`src/rtl/cfg_guard.sv`:
```
module cfg_guard #(
  parameter int FUSE_AW   = 11,
  parameter int DW        = 8,
  parameter int NREG      = 8,
  parameter int SIG_BYTES = 8
) (
  input  logic               clk,
  input  logic               rst_n,
  input  logic               cmd_valid,
  input  logic [2:0]         cmd_op,
  input  logic [FUSE_AW-1:0] cmd_addr,
  input  logic [DW-1:0]      cmd_wdata,
  input  logic [NREG-1:0]    cmd_mask,
  input  logic [NREG-1:0]    cmd_pval,
  output logic               busy,
  output logic               rsp_valid,
  output logic               rsp_error,
  output logic [DW-1:0]      rsp_data,
  output logic               secured,
  output logic               fuse_rd,
  output logic [FUSE_AW-1:0] fuse_addr,
  input  logic [DW-1:0]      fuse_rdata,
  output logic               fuse_clear,
  output logic [NREG-1:0]    pl_en,
  output logic [NREG-1:0]    pl_val
);
  localparam int SIG_AW = $clog2(SIG_BYTES);
  localparam logic [2:0] OP_VERIFY  = 3'd0;
  localparam logic [2:0] OP_SIG_RD  = 3'd1;
  localparam logic [2:0] OP_SIG_WR  = 3'd2;
  localparam logic [2:0] OP_SECURE  = 3'd3;
  localparam logic [2:0] OP_PRELOAD = 3'd4;
  localparam logic [2:0] OP_ERASE   = 3'd5;

  typedef enum logic [1:0] {PH_IDLE, PH_EXEC, PH_DONE} phase_t;

  phase_t             ph;
  logic [2:0]         op_q;
  logic [FUSE_AW-1:0] addr_q;
  logic [DW-1:0]      wd_q;
  logic [NREG-1:0]    mask_q, pval_q;
  logic               sec_q;
  logic [DW-1:0]      sig [SIG_BYTES];
  logic               rv_q, re_q, clr_q;
  logic [DW-1:0]      data_q;
  logic [NREG-1:0]    plen_q, plval_q;
  logic [SIG_AW-1:0]  sidx;

  assign sidx       = addr_q[SIG_AW-1:0];
  assign busy       = (ph != PH_IDLE);
  assign secured    = sec_q;
  assign fuse_rd    = (ph == PH_EXEC) && (op_q == OP_VERIFY) && !sec_q;
  assign fuse_addr  = addr_q;
  assign rsp_valid  = rv_q;
  assign rsp_error  = re_q;
  assign rsp_data   = data_q;
  assign fuse_clear = clr_q;
  assign pl_en      = plen_q;
  assign pl_val     = plval_q;

  always_ff @(posedge clk) begin
    if (!rst_n) begin
      ph      <= PH_IDLE;
      op_q    <= '0;
      addr_q  <= '0;
      wd_q    <= '0;
      mask_q  <= '0;
      pval_q  <= '0;
      sec_q   <= 1'b0;
      rv_q    <= 1'b0;
      re_q    <= 1'b0;
      clr_q   <= 1'b0;
      data_q  <= '0;
      plen_q  <= '0;
      plval_q <= '0;
      for (int i = 0; i < SIG_BYTES; i++) sig[i] <= '0;
    end else begin
      rv_q    <= 1'b0;
      re_q    <= 1'b0;
      clr_q   <= 1'b0;
      data_q  <= '0;
      plen_q  <= '0;
      plval_q <= '0;
      case (ph)
        PH_IDLE: if (cmd_valid) begin
          op_q   <= cmd_op;
          addr_q <= cmd_addr;
          wd_q   <= cmd_wdata;
          mask_q <= cmd_mask;
          pval_q <= cmd_pval;
          ph     <= PH_EXEC;
        end
        PH_EXEC: begin
          ph <= PH_DONE;
          case (op_q)
            OP_VERIFY: begin
              if (sec_q) re_q <= 1'b1;
              else begin
                rv_q   <= 1'b1;
                data_q <= fuse_rdata;
              end
            end
            OP_SIG_RD: begin
              rv_q   <= 1'b1;
              data_q <= sig[sidx];
            end
            OP_SIG_WR: begin
              rv_q      <= 1'b1;
              sig[sidx] <= wd_q;
            end
            OP_SECURE: begin
              rv_q  <= 1'b1;
              sec_q <= 1'b1;
            end
            OP_PRELOAD: begin
              if (sec_q) re_q <= 1'b1;
              else begin
                rv_q    <= 1'b1;
                plen_q  <= mask_q;
                plval_q <= pval_q & mask_q;
              end
            end
            OP_ERASE: begin
              rv_q  <= 1'b1;
              sec_q <= 1'b0;
              clr_q <= 1'b1;
              for (int i = 0; i < SIG_BYTES; i++) sig[i] <= '0;
            end
            default: re_q <= 1'b1;
          endcase
        end
        default: ph <= PH_IDLE;
      endcase
    end
  end
endmodule

```
`config.mk`:
```
export PLATFORM = sky130hd
export DESIGN_NAME = cfg_guard
export DESIGN_NICKNAME = d
export VERILOG_FILES = /design/src/rtl/cfg_guard.sv
export SDC_FILE = /design/constraint.sdc
export NUM_CORES = 1
export LEC_CHECK = 0
export ABC_AREA = 0
export CORE_MARGIN = 3
export CORE_UTILIZATION = 30
export CTS_CLUSTER_DIAMETER = 30
export DETAILED_ROUTE_END_ITERATION = 7
export PLACE_DENSITY = 0.52
export SLEW_MARGIN = 20
export SYNTH_ARGS = -nofsm -noshare
export SYNTH_HDL_FRONTEND = slang
export SYNTH_SLANG_ARGS = --single-unit
```
`constraint.sdc`:
```
create_clock -name clk -period 3 [get_ports clk]
set_clock_uncertainty 0.05 [all_clocks]
set_input_delay 0.6 -clock clk [delete_from_list [all_inputs] [get_ports clk]]
set_output_delay 0.6 -clock clk [all_outputs]
set_load 0.005 [all_outputs]
```
==> report_table.html <==
<table>
<tr><th>Metric</th><th>Value</th></tr>
<tr><th colspan="2">Die</th></tr>
<tr><td>Starting density of the core</td><td>31.01%</td></tr>
<tr><td>Horizontal die dimension</td><td>between 100 and 150 µm</td></tr>
<tr><td>Total core area</td><td>17480 µm²</td></tr>
<tr><td>I/O pin count</td><td>90</td></tr>
<tr><td>Row count</td><td>48</td></tr>
<tr><td>Die height</td><td>around 140 µm</td></tr>
<tr><td>Overall die area</td><td>19710 µm²</td></tr>
<tr><th colspan="2">Global route</th></tr>
<tr><td>GRT Total Usage</td><td>13.87%</td></tr>
<tr><td>Global-route wire length before repair</td><td>20.80 mm</td></tr>
<tr><td>Total overflow reported by the global router</td><td>0</td></tr>
<tr><td>Maximum number of pins on one net before global-route repair</td><td>43</td></tr>
<tr><td>Initial antenna violation count</td><td>0</td></tr>
<tr><td>Vias in the first global route</td><td>3710</td></tr>
<tr><th colspan="2">Routing</th></tr>
<tr><td>Antenna-violating nets left</td><td>0</td></tr>
<tr><td>Final routed DRC violation total</td><td>0</td></tr>
<tr><td>Detailed Routing Iterations Pass 1</td><td>4</td></tr>
<tr><td>Initial drt markers</td><td>129</td></tr>
<tr><td>WL final</td><td>between 10 and 15 mm</td></tr>
<tr><td>Total via count after detailed routing</td><td>3622</td></tr>
<tr><td>Vias per std cell</td><td>4.528</td></tr>
<tr><td>Mean routed wirelength per cell</td><td>16.23 µm</td></tr>
<tr><th colspan="2">Setup path</th></tr>
<tr><td>Startpoint type of the worst setup path</td><td>register</td></tr>
<tr><td>Critical path data arrival time</td><td>1.86 ns</td></tr>
<tr><td>Critical path peak fanout</td><td>8</td></tr>
<tr><td>Peak per-stage delay on the critical path</td><td>about 0.58 ns</td></tr>
<tr><td>End of the worst register-to-register path</td><td>sig[1][6]</td></tr>
<tr><td>Library cell contributing the largest single delay on the critical path</td><td>clkdlybuf4s50_1</td></tr>
<tr><td>FF-to-FF Start</td><td>op_q[1]</td></tr>
<tr><td>Worst-case register-to-register setup slack</td><td>0.68 ns</td></tr>
<tr><td>Cell breakdown of the critical path</td><td>or2_1 -&gt; nor4_1 -&gt; clkdlybuf4s50_1</td></tr>
<tr><td>Class of the most critical setup path</td><td>reg2out</td></tr>
<tr><td>Launch point of the worst path</td><td>op_q[2]</td></tr>
<tr><td>Critical path required time</td><td>2.35 ns</td></tr>
<tr><td>Type of element capturing the critical path</td><td>output port</td></tr>
<tr><td>CP endpoint</td><td>fuse_rd</td></tr>
<tr><td>Worst reg-to-reg path cell count</td><td>4</td></tr>
<tr><th colspan="2">Placement</th></tr>
<tr><td>Last weighted congestion value of the routability-driven placer</td><td>~0.80</td></tr>
<tr><td>HPWL Detailed</td><td>9.391 mm</td></tr>
<tr><td>Port bufs</td><td>89</td></tr>
<tr><td>DP Cell Count</td><td>approximately 770</td></tr>
<tr><th colspan="2">Pwr</th></tr>
<tr><td>Power per Cell Area</td><td>599.6 nW/µm²</td></tr>
<tr><td>Worst vdd rail ir drop</td><td>0.3814 mV</td></tr>
<tr><td>Leakage power summed over all cells</td><td>~0.0026 µW</td></tr>
<tr><td>Overall power after layout</td><td>4295 µW</td></tr>
<tr><th colspan="2">Timing</th></tr>
<tr><td>Final hold violation count</td><td>0</td></tr>
<tr><td>Post-route fraction of the period consumed by the critical path</td><td>83.70%</td></tr>
<tr><td>Maximum achievable frequency</td><td>around 0.4 GHz</td></tr>
<tr><td>Worst slew margin relative to its limit</td><td>58.58%</td></tr>
<tr><td>Total count of max-transition violations in the final report</td><td>0</td></tr>
<tr><td>Crit path time final</td><td>2.511 ns</td></tr>
<tr><td>Final-report setup violation count</td><td>0</td></tr>
<tr><td>Final TNS setup</td><td>0 ns</td></tr>
<tr><td>Slew at the pin closest to its max-slew limit</td><td>between 0.6 and 0.7 ns</td></tr>
<tr><td>Setup repair after global routing missed its margin</td><td>no</td></tr>
<tr><th colspan="2">Synth</th></tr>
<tr><td>Mean post-synth cell area</td><td>11.73 µm²</td></tr>
<tr><td>Share of synthesized area occupied by flip-flops and latches</td><td>between 60% and 70%</td></tr>
<tr><td>Share of the synthesized area in the top cell type</td><td>~35%</td></tr>
<tr><td>Post-synth cell types</td><td>34</td></tr>
<tr><td>Yosys reg bits</td><td>approximately 140</td></tr>
<tr><td>FFs w/ async S/R, synth</td><td>0%</td></tr>
<tr><td>Cell Area, Synth</td><td>5419 µm²</td></tr>
<tr><td>Number of synthesis warnings</td><td>0</td></tr>
<tr><td>Post-synthesis instance total</td><td>about 460</td></tr>
<tr><td>Yosys top cell by area</td><td>edfxtp_1</td></tr>
<tr><td>Top post-synthesis cells by area</td><td>edfxtp_1, dfxtp_1, and2_1, nand2_1, a21boi_0</td></tr>
<tr><td>Synthesized Nets</td><td>between 500 and 600</td></tr>
<tr><td>Number of flops mapped to enable cells by yosys</td><td>64</td></tr>
<tr><td>Top_reg_cell synth</td><td>dfxtp_1</td></tr>
<tr><th colspan="2">Clock network</th></tr>
<tr><td>Total CTS buffers</td><td>17</td></tr>
<tr><td>CTS Buffer Depth</td><td>2</td></tr>
<tr><td>CTS tree</td><td>yes</td></tr>
<tr><td>H-tree levels</td><td>4</td></tr>
<tr><td>Clk slew on worst S/H paths</td><td>roughly 0.05 ns</td></tr>
<tr><td>Post-CTS Repair Setup Buffers</td><td>0</td></tr>
<tr><td>Hold bufs inserted after CTS</td><td>0</td></tr>
<tr><td>Clk Latency, worst-skew pair</td><td>0.41 ns</td></tr>
<tr><td>Clock Sink Count</td><td>135</td></tr>
<tr><td>Clock root buffer master</td><td>clkbuf_16</td></tr>
<tr><td>Post-CTS sizing</td><td>0</td></tr>
<tr><th colspan="2">Min path</th></tr>
<tr><td>Worst Hold Class</td><td>reg2reg</td></tr>
<tr><th colspan="2">Layout</th></tr>
<tr><td>Layout net count</td><td>slightly above 600</td></tr>
<tr><td>Layout Area Growth over Synthesis</td><td>32.19%</td></tr>
<tr><td>Fin cells</td><td>800</td></tr>
<tr><td>Number of filler instances in the final layout</td><td>around 1700</td></tr>
<tr><td>Final antenna diode count</td><td>0</td></tr>
<tr><td>Share of post-route cells with drive strength above 1</td><td>9.739%</td></tr>
<tr><th colspan="2">Flow run</th></tr>
<tr><td>Max-capacitance violation count</td><td>0</td></tr>
<tr><th colspan="2">Status</th></tr>
<tr><td>Run status</td><td>completed</td></tr>
</table>
==> cells in the mapped netlist (2+ instances only) <==
cell type and instances:
nor2b_1 3, nand2_1 88, mux2i_1 16, dfxtp_1 71
and2_1 75, or4_1 2, nor2_4 6, o21ai_0 8
nor3_4 2, a22oi_1 8, edfxtp_1 64, mux4_2 8
buf_6 2, nor2_1 4, and3_1 9, a21boi_0 38
buf_4 3, nand2b_1 6, inv_1 3, o211ai_1 8
a21oi_1 9, buf_2 2, clkbuf_1 16
==> cell type report <==
class                   instances  area, µm²  share of cell area [%]
well taps                     225      281.5                   3.930
repair buffers                105       1023                   14.29
multi-input cells             300       1946                   27.16
clock inverters                 1      7.507                  0.1048
inverters                       3      11.26                  0.1572
clock buffers                  31      550.5                   7.686
flip-flops and latches        135       3343                   46.67
==> where the power goes <==
part           total (µW)  internal [µW]  switching, µW
clock network        1930           1220            712
registers            2060           2000           62.6
logic                 301            160            141
==> layer usage <==
metal,share of wire [%],up-vias,GRT usage (%)
met2,45,105,20.94
met5,0,-,0
met3,8.2,11,6.180
met1,45,1713,18.21
li1,-,1793,-
met4,1.1,0,3.672
==> cell families (layout without fill, tap and decap cells) <==
logic type      Yosys count  in the layout  synth area share (%)
flops                   135            135                 61.69
mux                      24             24                 6.280
compound gates           73             73                 9.305
simple gates            203            203                 20.32
buf+inv                  27            140                 2.401
==> placed cells by master, fill, tap and decap left out, types with 2 or more instances in the layout <==
cell type and n:
a21oi_1 9, buf_4 15, nor2_1 4, nor3_4 2, and3_1 9, clkbuf_1 9
nor2b_1 3, nand2b_1 6, nor2_4 6, clkbuf_8 3, a22oi_1 8, clkbuf_16 19
a21boi_0 38, mux2i_1 16, o211ai_1 8, mux4_2 8, o21ai_0 8, edfxtp_1 64
nand2_1 88, and2_1 75, clkdlybuf4s50_1 89, or4_1 2, dfxtp_1 71, inv_1 3
==> metrics by stage <==
stage | hold slack [ns] | setup slack, ns | instance area [µm²] | util (%)
finish | 0.4058 | 0.4890 | 7163 | 40.99
global route | 0.4292 | 0.2736 | 7163 | 40.99
CTS | 0.4105 | 0.4288 | 7163 | 40.99
detailed placement | 0.4031 | 0.1457 | 6605 | 37.79
global placement | 0.3988 | 0.1860 | 6605 | 37.79
floorplan | 0.3890 | 0.6392 | 5419 | -
==> registers in the layout, summed over array words and instances (netlist names), named ones only <==
register	count
pl_en	8
rsp_valid	1
mask_q	8
rsp_error	1
fuse_addr	11
sig	64
rsp_data	8
wd_q	8
op_q	3
secured	1
fuse_clear	1
pval_q	8
ph	2
pl_val	8
==> worst min-delay path by stage <==
stage	startpoint	end	slack [ns]	cells past startpoint
2_1_floorplan	pval_q[1]	pval_q[1]	0.39	2
3_3_place_gp	pval_q[3]	pval_q[3]	0.40	2
3_5_place_dp	pval_q[7]	pval_q[7]	0.40	2
4_1_cts	pval_q[7]	pval_q[7]	0.41	2
5_1_grt	pval_q[3]	pval_q[3]	0.43	2
6_report	pval_q[7]	pval_q[7]	0.41	2
==> critical path: cells and delay by family (launching register included) <==
| kind | cells | cell delay, ns |
|---|---|---|
| buffers and inverters | 1 | 0.58 |
| flip-flops | 1 | 0.37 |
| AND/OR/NAND/NOR | 2 | 0.50 |
(Power assumes the default switching activity.)
